`config.mk`:
```
export PLATFORM = sky130hd
export DESIGN_NAME = mdet_motion_box
export DESIGN_NICKNAME = d
export VERILOG_FILES = /design/src/rtl/mdet_pkg.sv /design/src/rtl/mdet_thr_reg.sv /design/src/rtl/mdet_absdiff_thr.sv /design/src/rtl/mdet_coord.sv /design/src/rtl/mdet_extent.sv /design/src/rtl/mdet_motion_box.sv
export SDC_FILE = /design/constraint.sdc
export NUM_CORES = 1
export LEC_CHECK = 0
export ABC_CLOCK_PERIOD_IN_PS = 10200
export BUFFER_PORTS_ARGS = -buffer_cell sky130_fd_sc_hd__buf_2
export CELL_PAD_IN_SITES_DETAIL_PLACEMENT = 2
export CELL_PAD_IN_SITES_GLOBAL_PLACEMENT = 2
export CORE_ASPECT_RATIO = 1.4
export CORE_MARGIN = 1.5
export CORE_UTILIZATION = 38
export DETAILED_ROUTE_END_ITERATION = 8
export MAX_ROUTING_LAYER = met4
export PLACE_DENSITY_LB_ADDON = 0.3
export SETUP_SLACK_MARGIN = 0.4
export SLEW_MARGIN = 10
export SYNTH_ARGS = -nofsm -noshare
export SYNTH_HDL_FRONTEND = slang
export SYNTH_SLANG_ARGS = --single-unit
```
`constraint.sdc`:
```
create_clock -name clk -period 10.2 [get_ports clk]
set_clock_uncertainty 0.2 [all_clocks]
set_input_delay 0.51 -clock clk [delete_from_list [all_inputs] [get_ports clk]]
set_output_delay 0.51 -clock clk [all_outputs]
set_load 0.05 [all_outputs]
```
`src/rtl/mdet_pkg.sv`:
```
package mdet_pkg;

  typedef struct packed {
    logic sof;
    logic sol;
    logic eof;
  } mdet_sync_t;

endpackage

```
`src/rtl/mdet_thr_reg.sv`:
```
module mdet_thr_reg #(
  parameter int          PIX_W      = 8,
  parameter int unsigned DEF_THRESH = 15
) (
  input  logic             clk,
  input  logic             rst_n,
  input  logic             wr,
  input  logic [PIX_W-1:0] wdata,
  output logic [PIX_W-1:0] thr
);

  always_ff @(posedge clk) begin
    if (!rst_n)  thr <= PIX_W'(DEF_THRESH);
    else if (wr) thr <= wdata;
  end

endmodule

```
`src/rtl/mdet_absdiff_thr.sv`:
```
module mdet_absdiff_thr #(
  parameter int PIX_W = 8
) (
  input  logic [PIX_W-1:0] cur,
  input  logic [PIX_W-1:0] prev,
  input  logic [PIX_W-1:0] thr,
  output logic             hit
);

  logic [PIX_W-1:0] mag;

  always_comb begin
    if (cur >= prev) mag = cur - prev;
    else             mag = prev - cur;
    hit = (mag > thr);
  end

endmodule

```
`src/rtl/mdet_coord.sv`:
```
module mdet_coord #(
  parameter int ROW_W = 11,
  parameter int COL_W = 11
) (
  input  logic             clk,
  input  logic             rst_n,
  input  logic             step,
  input  logic             sof,
  input  logic             sol,
  output logic [ROW_W-1:0] pix_row,
  output logic [COL_W-1:0] pix_col
);

  logic [ROW_W-1:0] row_q;
  logic [COL_W-1:0] col_q;

  always_comb begin
    if (sof) begin
      pix_row = '0;
      pix_col = '0;
    end else if (sol) begin
      pix_row = row_q + ROW_W'(1);
      pix_col = '0;
    end else begin
      pix_row = row_q;
      pix_col = col_q + COL_W'(1);
    end
  end

  always_ff @(posedge clk) begin
    if (!rst_n) begin
      row_q <= '0;
      col_q <= '0;
    end else if (step) begin
      row_q <= pix_row;
      col_q <= pix_col;
    end
  end

endmodule

```
`src/rtl/mdet_extent.sv`:
```
module mdet_extent #(
  parameter int ROW_W = 11,
  parameter int COL_W = 11
) (
  input  logic             clk,
  input  logic             rst_n,
  input  logic             step,
  input  logic             sof,
  input  logic             eof,
  input  logic             hit,
  input  logic [ROW_W-1:0] row,
  input  logic [COL_W-1:0] col,
  output logic             box_valid,
  output logic             box_none,
  output logic [ROW_W-1:0] box_top,
  output logic [ROW_W-1:0] box_bottom,
  output logic [COL_W-1:0] box_left,
  output logic [COL_W-1:0] box_right
);

  logic             any_q, any_n;
  logic [ROW_W-1:0] top_q, bot_q, top_n, bot_n;
  logic [COL_W-1:0] lft_q, rgt_q, lft_n, rgt_n;

  always_comb begin
    if (sof) begin
      any_n = 1'b0;
      top_n = '1;
      bot_n = '0;
      lft_n = '1;
      rgt_n = '0;
    end else begin
      any_n = any_q;
      top_n = top_q;
      bot_n = bot_q;
      lft_n = lft_q;
      rgt_n = rgt_q;
    end
    if (hit) begin
      any_n = 1'b1;
      if (row < top_n) top_n = row;
      if (row > bot_n) bot_n = row;
      if (col < lft_n) lft_n = col;
      if (col > rgt_n) rgt_n = col;
    end
  end

  always_ff @(posedge clk) begin
    if (!rst_n) begin
      any_q <= 1'b0;
      top_q <= '1;
      bot_q <= '0;
      lft_q <= '1;
      rgt_q <= '0;
    end else if (step) begin
      any_q <= any_n;
      top_q <= top_n;
      bot_q <= bot_n;
      lft_q <= lft_n;
      rgt_q <= rgt_n;
    end
  end

  always_ff @(posedge clk) begin
    if (!rst_n) begin
      box_valid  <= 1'b0;
      box_none   <= 1'b0;
      box_top    <= '0;
      box_bottom <= '0;
      box_left   <= '0;
      box_right  <= '0;
    end else begin
      box_valid <= step && eof;
      if (step && eof) begin
        box_none   <= !any_n;
        box_top    <= any_n ? top_n : '0;
        box_bottom <= any_n ? bot_n : '0;
        box_left   <= any_n ? lft_n : '0;
        box_right  <= any_n ? rgt_n : '0;
      end
    end
  end


  box_order_chk: assert property (@(posedge clk) disable iff (!rst_n)
    (box_valid && !box_none) |-> (box_top <= box_bottom && box_left <= box_right));


  box_empty_chk: assert property (@(posedge clk) disable iff (!rst_n)
    (box_valid && box_none) |-> (box_top == '0 && box_bottom == '0 && box_left == '0 && box_right == '0));


  extent_cover_chk: assert property (@(posedge clk) disable iff (!rst_n)
    (step && hit) |=> (any_q && top_q <= $past(row) && bot_q >= $past(row)
                       && lft_q <= $past(col) && rgt_q >= $past(col)));

endmodule

```
`src/rtl/mdet_motion_box.sv`:
```
module mdet_motion_box
  import mdet_pkg::*;
#(
  parameter int          PIX_W      = 8,
  parameter int          ROW_W      = 11,
  parameter int          COL_W      = 11,
  parameter int unsigned DEF_THRESH = 15
) (
  input  logic             clk,
  input  logic             rst_n,
  input  logic             thr_wr,
  input  logic [PIX_W-1:0] thr_data,
  input  logic             in_valid,
  output logic             in_ready,
  input  logic [PIX_W-1:0] cur_luma,
  input  logic [PIX_W-1:0] prev_luma,
  input  logic             in_sof,
  input  logic             in_sol,
  input  logic             in_eof,
  output logic             mask_valid,
  input  logic             mask_ready,
  output logic [PIX_W-1:0] mask_data,
  output logic             mask_sof,
  output logic             mask_sol,
  output logic             mask_eof,
  output logic             box_valid,
  output logic             box_none,
  output logic [ROW_W-1:0] box_top,
  output logic [ROW_W-1:0] box_bottom,
  output logic [COL_W-1:0] box_left,
  output logic [COL_W-1:0] box_right
);

  logic             accept;
  logic [PIX_W-1:0] thr;
  logic             hit;
  logic [ROW_W-1:0] pix_row;
  logic [COL_W-1:0] pix_col;
  logic             mask_hit;
  mdet_sync_t       mask_sync;

  assign in_ready = !mask_valid || mask_ready;
  assign accept   = in_valid && in_ready;

  mdet_thr_reg #(.PIX_W(PIX_W), .DEF_THRESH(DEF_THRESH)) u_thr (
    .clk(clk), .rst_n(rst_n), .wr(thr_wr), .wdata(thr_data), .thr(thr)
  );

  mdet_absdiff_thr #(.PIX_W(PIX_W)) u_diff (
    .cur(cur_luma), .prev(prev_luma), .thr(thr), .hit(hit)
  );

  mdet_coord #(.ROW_W(ROW_W), .COL_W(COL_W)) u_coord (
    .clk(clk), .rst_n(rst_n), .step(accept), .sof(in_sof), .sol(in_sol),
    .pix_row(pix_row), .pix_col(pix_col)
  );

  mdet_extent #(.ROW_W(ROW_W), .COL_W(COL_W)) u_ext (
    .clk(clk), .rst_n(rst_n), .step(accept), .sof(in_sof), .eof(in_eof),
    .hit(hit), .row(pix_row), .col(pix_col),
    .box_valid(box_valid), .box_none(box_none),
    .box_top(box_top), .box_bottom(box_bottom),
    .box_left(box_left), .box_right(box_right)
  );

  always_ff @(posedge clk) begin
    if (!rst_n) begin
      mask_valid <= 1'b0;
      mask_hit   <= 1'b0;
      mask_sync  <= '0;
    end else if (accept) begin
      mask_valid <= 1'b1;
      mask_hit   <= hit;
      mask_sync  <= '{sof: in_sof, sol: in_sol, eof: in_eof};
    end else if (mask_ready) begin
      mask_valid <= 1'b0;
    end
  end

  assign mask_data = {PIX_W{mask_hit}};
  assign mask_sof  = mask_sync.sof;
  assign mask_sol  = mask_sync.sol;
  assign mask_eof  = mask_sync.eof;


  mask_hold_chk: assert property (@(posedge clk) disable iff (!rst_n)
    (mask_valid && !mask_ready) |=> (mask_valid && $stable(mask_data) && $stable(mask_sof)
                                     && $stable(mask_sol) && $stable(mask_eof)));


  mask_launch_chk: assert property (@(posedge clk) disable iff (!rst_n)
    $rose(mask_valid) |-> $past(in_valid && in_ready));

endmodule

```
==> impl_metrics.sql, run 1 <==
INSERT INTO impl_metrics (metric_group, metric, value, unit) VALUES
('run_status', 'outcome', 'complete, no violations', ''),
('pwr', 'netSwitchingFraction', '34.0', '%'),
('logic_synthesis', 'synth_cell_type_count', '65', ''),
('die', 'floorplan.rows', '60', ''),
('cells_and_area', 'drive_gt1_share', '15.9', '%'),
('drt', 'finalWirelength', '29700', 'um'),
('drt', 'drt_iter0_drc', '304', ''),
('clocking', 'cts_tree', 'built', ''),
('timing', 'post-route-min-period', '5740', 'ps'),
('grt', 'grt_overflow_total', '0', ''),
('placed_design', 'place.gp.congestion', '0.818', ''),
('worst_setup_path', 'arrival', '5860', 'ps'),
('cells_and_area', 'nNetsFinal', '1102', ''),
('pwr', 'leak_pwr', '0.00365', 'uW'),
('logic_synthesis', 'synth_edf_count', '0', ''),
('pwr', 'power.share.combinational', '24.5', '%'),
('timing', 'min_period_over_period', '56.3', '%'),
('timing', 'peak_clock_frequency_supported_by_timing', '174', 'MHz'),
('clocking', 'cts_sinks', '126', ''),
('timing', 'finalSetupTns', '0', 'ps'),
('clocking', 'cts_hold_repair.buffers', '0', ''),
('logic_synthesis', 'synth_area_per_cell', '8.03', 'sq um'),
('clocking', 'clk_latency', '430', 'ps'),
('die', 'die_area', '20600', 'sq um'),
('grt', 'first_global_vias', '8656', ''),
('timing', 'number_of_failing_hold_endpoints_at_the_final_stage', '0', ''),
('logic_synthesis', 'synth-seq-cells', '126', ''),
('clocking', 'post-cts-setup-buffer-count', '0', ''),
('worst_setup_path', 'r2r.worst_path.cells', '12', ''),
('die', 'start_util', '38.8', '%'),
('pwr', 'peakVddDrop', '0.0878', 'mV'),
('clocking', 'cts_repair_resize_count', '0', ''),
('grt', 'grt_max_degree', '52', ''),
('drt', 'detailroute.via_count', '7702', ''),
('timing', 'slew_headroom', '19.8', '%'),
('die', 'floorplan.die.height', '169', 'um'),
('min_path', 'worst_hold_path_type', 'primary input to flop', ''),
('cells_and_area', 'areaGrowthSynthToFinish', '17.8', '%'),
('worst_setup_path', 'setup.worst_path.class', 'primary input to flop', ''),
('clocking', 'clock-root-buffer', 'clkbuf_16', ''),
('worst_setup_path', 'crit_path_max_fanout', '12', ''),
('worst_setup_path', 'r2r_slack', '5370', 'ps'),
('clocking', 'numCtsBuffers', '17', ''),
('drt', 'post_drt_via_cell_ratio', '6.10', ''),
('drt', 'antenna_violating_nets_post_route', '0', ''),
('die', 'boundaryPins', '91', ''),
('pwr', 'share_seq_of_total_power', '33.9', '%'),
('timing', 'setup_violations', '0', ''),
('logic_synthesis', 'postSynthNetCount', '1033', ''),
('worst_setup_path', 'cp.required', '10320', 'ps'),
('placed_design', 'buffer_ports.inserted', '90', ''),
('min_path', 'worst_hold_path.num_cells', '3', ''),
('drt', 'detail_routed_net_length_per_standard_cell', '23.5', 'um'),
('clocking', 'clock_tree.buffer_depth', '2', ''),
('logic_synthesis', 'synth_warnings', '0', ''),
('logic_synthesis', 'ys.flop_type', 'dfxtp_1', ''),
('grt', 'grt.total_usage', '30.8', '%'),
('timing', 'finalMaxSlewViolations', '0', ''),
('die', 'die_x', '122', 'um'),
('worst_setup_path', 'rr_endpoint', 'u_ext.top_q[10]', ''),
('timing', 'postLayoutSetupSlackWorst', '4460', 'ps'),
('worst_setup_path', 'worst_r2r_startpoint', 'u_coord.row_q[1]', ''),
('grt', 'antenna_found_initial', '0', ''),
('pwr', 'clockPowerShare', '41.6', '%'),
('pwr', 'cellInternalPower', '1070', 'uW'),
('worst_setup_path', 'endpoint_kind', 'flop', ''),
('placed_design', 'pre_cts_slack', '4120', 'ps'),
('run', 'max_cap_viol_count', '0', ''),
('drt', 'post-route-drc-count', '0', ''),
('die', 'floorplan.core_area', '19300', 'sq um'),
('placed_design', 'hpwlAfterDp', '19800', 'um');
## final cells by class
class	instances	area, sq um
Clock inverter	10	159
Inverter	40	150
Tap cell	248	310
Sequential cell	126	2520
Clock buffer	22	484
Timing Repair Buffer	118	661
Multi-Input combinational cell	698	4530
Fill cell	2188	10500
## cell usage after synthesis (4+ instances only)
master    number  share of area [%]
a21o_1        17                1.7
o22ai_1        9               0.75
xor2_1        13                1.5
a21oi_1       58                3.9
dfxtp_1      126                 34
and4_1         6               0.70
ha_1          67                 11
nand2b_1       5               0.42
nor3_1        14               0.94
nor4_1        12                1.0
o311ai_0      28                3.3
nand3b_1       4               0.40
nor2_1        65                3.3
a31oi_1       10               0.84
buf_1          5               0.25
o22a_1        11                1.3
a211oi_1      15                1.5
o21ai_0       30                2.0
mux2i_1        8                1.1
o211ai_1      11                1.1
xnor2_1        9                1.1
buf_4          8               0.80
o31ai_1       13                1.3
nand2_1      161                8.1
or3_1          8               0.67
clkbuf_1      52                2.6
nand3_1       11               0.74
a21boi_0       4               0.40
nand4_1       55                4.6
nor2b_1        8               0.67
inv_1         40                2.0
## layer usage
| layer | part of all wire (%) | vias to the layer above | track usage (%) |
|---|---|---|---|
| met5 | 0 | - | - |
| met3 | 3.3 | 117 | 4.28 |
| li1 | - | 3535 | - |
| met1 | 38 | 3825 | 30.5 |
| met2 | 52 | 225 | 54.9 |
| met4 | 7.2 | 0 | 22.0 |
## per-stage QoR
| step | cell area (sq um) | hold WS, ps | util, % | cells | total power [uW] |
|---|---|---|---|---|---|
| after global placement | 8170 | 237 | 42.3 | 1230 | 927 |
| after global routing | 8810 | 133 | 45.7 | 1262 | 1680 |
| after CTS | 8810 | 101 | 45.7 | 1262 | 1620 |
| final | 8810 | 106 | 45.7 | 1262 | 1620 |
| after floorplan | 7480 | 236 | - | 932 | 827 |
| after detailed placement | 8170 | 244 | 42.3 | 1230 | 940 |
## worst min-delay path by stage
stage | end | start | slack, ps
2_1_floorplan | u_ext.rgt_q[0] | u_ext.rgt_q[0] | 240
3_3_place_gp | u_ext.box_top[0] | u_ext.box_top[0] | 240
3_5_place_dp | u_ext.box_top[3] | u_ext.box_top[3] | 240
4_1_cts | u_thr.thr[1] | thr_data[1] | 100
5_1_grt | u_thr.thr[3] | thr_data[3] | 130
6_report | u_thr.thr[1] | thr_data[1] | 110
## placed cells by master, fill, tap and decap left out, types with 5 or more instances in the layout
master     count
nand2_1      161
dfxtp_1      126
buf_2         90
ha_1          67
nor2_1        65
a21oi_1       57
nand4_1       55
inv_1         40
o21ai_0       30
buf_4         28
o311ai_0      27
a21o_1        17
clkbuf_16     17
a211oi_1      15
nor3_1        13
xor2_1        13
o31ai_1       13
nor4_1        12
o211ai_1      11
nand3_1       11
o22a_1        11
a31oi_1       10
xnor2_1        9
o22ai_1        9
nor2b_1        8
mux2i_1        8
or3_1          8
and4_1         6
nand2b_1       5
## cell families (layout without fill, tap and decap cells)
family / Yosys count / in the layout / share of synthesized area [%]
adders and majority gates: 69 / 69 / 11.7
and+or+nand+nor: 356 / 356 / 22.1
AOI/OAI and AO/OA: 241 / 241 / 22.5
DFF: 126 / 126 / 33.7
muxes: 10 / 10 / 1.37
xor gates and xnor gates: 22 / 22 / 2.58
buffers and inverters: 108 / 190 / 6.04
## sequential cells by signal, indices dropped and copies added (netlist names)
signal	cells
mask_eof	1
mask_hit	1
mask_sof	1
mask_sol	1
mask_valid	1
u_coord.col_q	11
u_coord.row_q	11
u_ext.any_q	1
u_ext.bot_q	11
u_ext.box_bottom	11
u_ext.box_left	11
u_ext.box_none	1
u_ext.box_right	11
u_ext.box_top	11
u_ext.box_valid	1
u_ext.lft_q	11
u_ext.rgt_q	11
u_ext.top_q	11
u_thr.thr	8
## power by group through the flow
stage	combinational, uW	clock [uW]	sequential [uW]
after floorplan	240	0	587
after global placement	373	0	554
after detailed placement	384	0	556
after CTS	395	682	547
after global routing	427	700	551
final	396	673	548
## critical path, cell delays in order
cell and delay, ps:
buf_2 110, inv_1 60, ha_1 190, inv_1 70, fa_1 390, a21o_1 190
a2111o_1 470, a221o_1 510, nor3b_1 220, o311ai_2 300, xor2_1 210, ha_1 280
nand4_1 190, nor2_1 190, a211oi_1 290, a21boi_1 880, nand2_1 390, o311a_1 420
(Power assumes the default switching activity.)
==> inputs of run 2 (changes only) <==
ABC_AREA = 1   (was not set)
ABC_CLOCK_PERIOD_IN_PS = 5000   (was 10200)
CORE_UTILIZATION = 29   (was 38)
clock period = 5 ns   (was 10.2 ns; I/O delays follow)
==> run 2 against run 1 <==
  * Final area increased by 7.1%
  * Via count increased by 6.4%
  * Sequential cell count unchanged
  * Routed wire length decreased by 1.9%
  * Cell count increased by 32%
  * Worst setup slack got worse by 3400 ps
  * Combinational power increased to 3.0 times the previous value
  * Total power increased by 130%
  * Non-clock buffer count decreased by 1
  * Utilization decreased by 11 points
  * Synthesized cell count increased by 31%
  * Clock-buffer cell count unchanged
  * Critical path type unchanged
  * Critical endpoint is now u_ext.box_right[6]
==> impl_metrics.sql, run 2 <==
INSERT INTO impl_metrics (metric_group, metric, value, unit) VALUES
('pwr', 'leak_pwr', '0.00485', 'uW'),
('clocking', 'numCtsBuffers', '17', ''),
('logic_synthesis', 'synth_cell_type_count', '38', ''),
('timing', 'min_period_over_period', '79.8', '%'),
('min_path', 'worst_hold_path.num_cells', '2', ''),
('grt', 'met2_usage_grt', '44.7', '%'),
('cells_and_area', 'final_core_util', '35.1', '%'),
('logic_synthesis', 'post_synth_inst_count', '1221', ''),
('worst_setup_path', 'worst_r2r_startpoint', 'u_coord.col_q[0]', ''),
('timing', 'slew_headroom', '32.5', '%'),
('pwr', 'power.density_cell_area', '390', 'nW/um^2'),
('clocking', 'cts_max_level', '4', ''),
('grt', 'use_met3', '3.15', '%'),
('drt', 'detailroute.via_count', '8192', ''),
('clocking', 'clk_latency', '440', 'ps'),
('placed_design', 'place.gp.congestion', '0.812', ''),
('logic_synthesis', 'postSynthNetCount', '1322', ''),
('cells_and_area', 'nNetsFinal', '1396', ''),
('worst_setup_path', 'cp.required', '5140', 'ps'),
('grt', 'grt_max_degree', '93', ''),
('min_path', 'worst_hold_path_type', 'primary input to flop', ''),
('grt', 'grt_pass1_wl', '46300', 'um'),
('grt', 'grt.total_usage', '22.1', '%'),
('worst_setup_path', 'critical_path.startpoint_type', 'primary input', ''),
('logic_synthesis', 'synth_sequential_area_ratio', '31.7', '%'),
('min_path', 'launch_point_of_the_worst_hold_path', 'rst_n', ''),
('clocking', 'clock-root-buffer', 'clkbuf_16', ''),
('die', 'floorplan.rows', '71', ''),
('drt', 'drt_iter0_drc', '245', ''),
('timing', 'number_of_failing_hold_endpoints_at_the_final_stage', '0', ''),
('drt', 'finalWirelength', '29100', 'um'),
('timing', 'setup_violations', '0', ''),
('placed_design', 'hpwlAfterDp', '21500', 'um'),
('worst_setup_path', 'r2r.worst_path.cells', '22', ''),
('cells_and_area', 'antenna_cells', '0', ''),
('logic_synthesis', 'async_flop_share', '0', '%'),
('logic_synthesis', 'synth.top_cells.by_area', 'dfxtp_1 32%, nand2_1 16%, ha_1 11%', ''),
('clocking', 'post-cts-setup-buffer-count', '0', ''),
('placed_design', 'buffer_ports.inserted', '90', ''),
('timing', 'finalMaxSlewViolations', '0', ''),
('logic_synthesis', 'ys.flop_type', 'dfxtp_1', ''),
('worst_setup_path', 'arrival', '4130', 'ps'),
('pwr', 'report.power.total', '3680', 'uW'),
('timing', 'hold_ws', '87.6', 'ps'),
('worst_setup_path', 'rr_endpoint', 'u_ext.rgt_q[9]', ''),
('timing', 'post-route-min-period', '3990', 'ps'),
('die', 'die_area', '28500', 'sq um'),
('die', 'die_x', '143', 'um'),
('logic_synthesis', 'synth_warnings', '0', ''),
('grt', 'antenna_found_initial', '0', ''),
('timing', 'timing_worst_slew_pin_value', '1010', 'ps'),
('min_path', 'whs_endpoint', 'u_thr.thr[0]', ''),
('worst_setup_path', 'crit_path_max_fanout', '34', ''),
('grt', 'first_global_vias', '8939', ''),
('grt', 'use_met1', '19.8', '%'),
('logic_synthesis', 'synthesis.area', '7960', 'sq um'),
('grt', 'grt_overflow_total', '0', ''),
('cells_and_area', 'drive_gt1_share', '11.8', '%'),
('logic_synthesis', 'post-synth-top-area-cell', 'dfxtp_1', ''),
('worst_setup_path', 'endpoint_kind', 'flop', ''),
('placed_design', 'post-place-cells', '1624', ''),
('drt', 'post_drt_via_cell_ratio', '4.90', ''),
('timing', 'grt_setup_unrepaired', 'no', ''),
('die', 'boundaryPins', '91', ''),
('drt', 'detail_routed_net_length_per_standard_cell', '17.4', 'um'),
('pwr', 'peakVddDrop', '0.169', 'mV'),
('worst_setup_path', 'setup.worst_path.class', 'primary input to flop', ''),
('clocking', 'cts.clk_slew.worst_paths', '60', 'ps'),
('drt', 'antenna_violating_nets_post_route', '0', ''),
('run', 'max_cap_viol_count', '0', ''),
('grt', 'global_route.peak_usage_layer', 'met2', ''),
('logic_synthesis', 'synth_edf_count', '0', ''),
('cells_and_area', 'final_common_cell', 'nand2_1', ''),
('logic_synthesis', 'synth_area_per_cell', '6.52', 'sq um'),
('clocking', 'clock_tree.buffer_depth', '2', ''),
('die', 'floorplan.core_area', '26900', 'sq um'),
('logic_synthesis', 'synth_commonest_cells', '346 x nand2_1, 181 x inv_1, 147 x a21oi_1', ''),
('clocking', 'cts_sinks', '126', ''),
('run_status', 'outcome', 'complete, no violations', ''),
('die', 'start_util', '29.6', '%'),
('drt', 'post-route-drc-count', '0', ''),
('cells_and_area', 'post_layout_nonfiller_instances', '1672', ''),
('cells_and_area', 'areaGrowthSynthToFinish', '18.6', '%'),
('die', 'floorplan.die.height', '199', 'um'),
('cells_and_area', 'final.fill_count', '3338', ''),
('timing', 'peak_clock_frequency_supported_by_timing', '251', 'MHz'),
('clocking', 'cts_tree', 'built', ''),
('clocking', 'cts_repair_resize_count', '0', ''),
('logic_synthesis', 'synth-seq-cells', '126', ''),
('worst_setup_path', 'r2r_slack', '1190', 'ps'),
('logic_synthesis', 'netlist.area_leader.share', '31.7', '%'),
('logic_synthesis', 'synthMostInstantiatedCell', 'nand2_1', ''),
('drt', 'drtPass1Iterations', '4', ''),
('cells_and_area', 'mostFrequentLayoutCells', '345 x nand2_1, 179 x inv_1, 147 x a21oi_1', ''),
('timing', 'finalSetupTns', '0', 'ps');
[run 2: logic make-up (layout without fill, tap and decap cells)]
| group | Yosys count | in the layout | share of synthesized area [%] |
|---|---|---|---|
| compound gates | 207 | 207 | 13.8 |
| xor+xnor | 11 | 11 | 1.21 |
| flops | 126 | 126 | 31.7 |
| buf+inv | 244 | 330 | 12.4 |
| fa+ha+maj | 69 | 69 | 11.0 |
| simple gates | 564 | 564 | 29.9 |
[run 2: report_power, final]
group          leakage, uW  internal (uW)  switching (uW)
Sequential         0.00104           1110            56.1
Clock             0.000299            834             493
Combinational      0.00352            332             858
[run 2: how the worst max path moves through the flow]
stage / startpoint / to / slack, ps / cells past startpoint
after floorplan: cur_luma[0] / u_ext.box_top[9] / 1590 / 22
after global placement: cur_luma[5] / u_ext.box_right[6] / 670 / 20
after detailed placement: cur_luma[5] / u_ext.box_right[4] / 560 / 20
after CTS: cur_luma[5] / u_ext.box_right[4] / 1020 / 20
after global routing: cur_luma[5] / u_ext.box_right[4] / 600 / 20
final: cur_luma[5] / u_ext.box_right[6] / 1010 / 20
[run 2: what timing repair did]
item | CTS | global route
setup endpoints to repair | 0 | 0
hold endpoints to repair | 10 | 0
hold buffers | 17 | 0
[run 2: per-layer routing]
layer / wire length, um / vias to the layer above
met5: 0 / -
li1: - / 4016
met3: 549 / 54
met4: 1160 / 0
met2: 17000 / 112
met1: 10400 / 4010
[run 2: layout make-up]
cell class | count | area, sq um | area share (%)
multi-input combinational | 851 | 4450 | 47.2
clock buffer | 22 | 484 | 5.13
tap | 365 | 457 | 4.84
clock inverter | 9 | 133 | 1.41
inverter | 182 | 684 | 7.25
timing repair buffer | 117 | 708 | 7.50
sequential | 126 | 2520 | 26.7
[run 2: critical path, cell delays in order]
cell and delay (ps):
buf_2 90, inv_1 40, ha_1 410, a21o_1 250, a221oi_1 390, nand3_1 390
inv_1 250, nand2_1 70, nand2_1 60, inv_1 40, ha_1 280, nand2_1 70
nor2_1 140, nand2_1 100, nand2_1 70, nand2_1 180, a21oi_4 450, buf_12 270
nand3_1 150, a21oi_1 140
[run 2: metrics by stage]
step	area (sq um)	setup slack [ps]
2_1_floorplan	7960	1590
4_1_cts	9440	1020
3_3_place_gp	8650	671
3_5_place_dp	8650	565
5_1_grt	9440	603
6_report	9440	1010
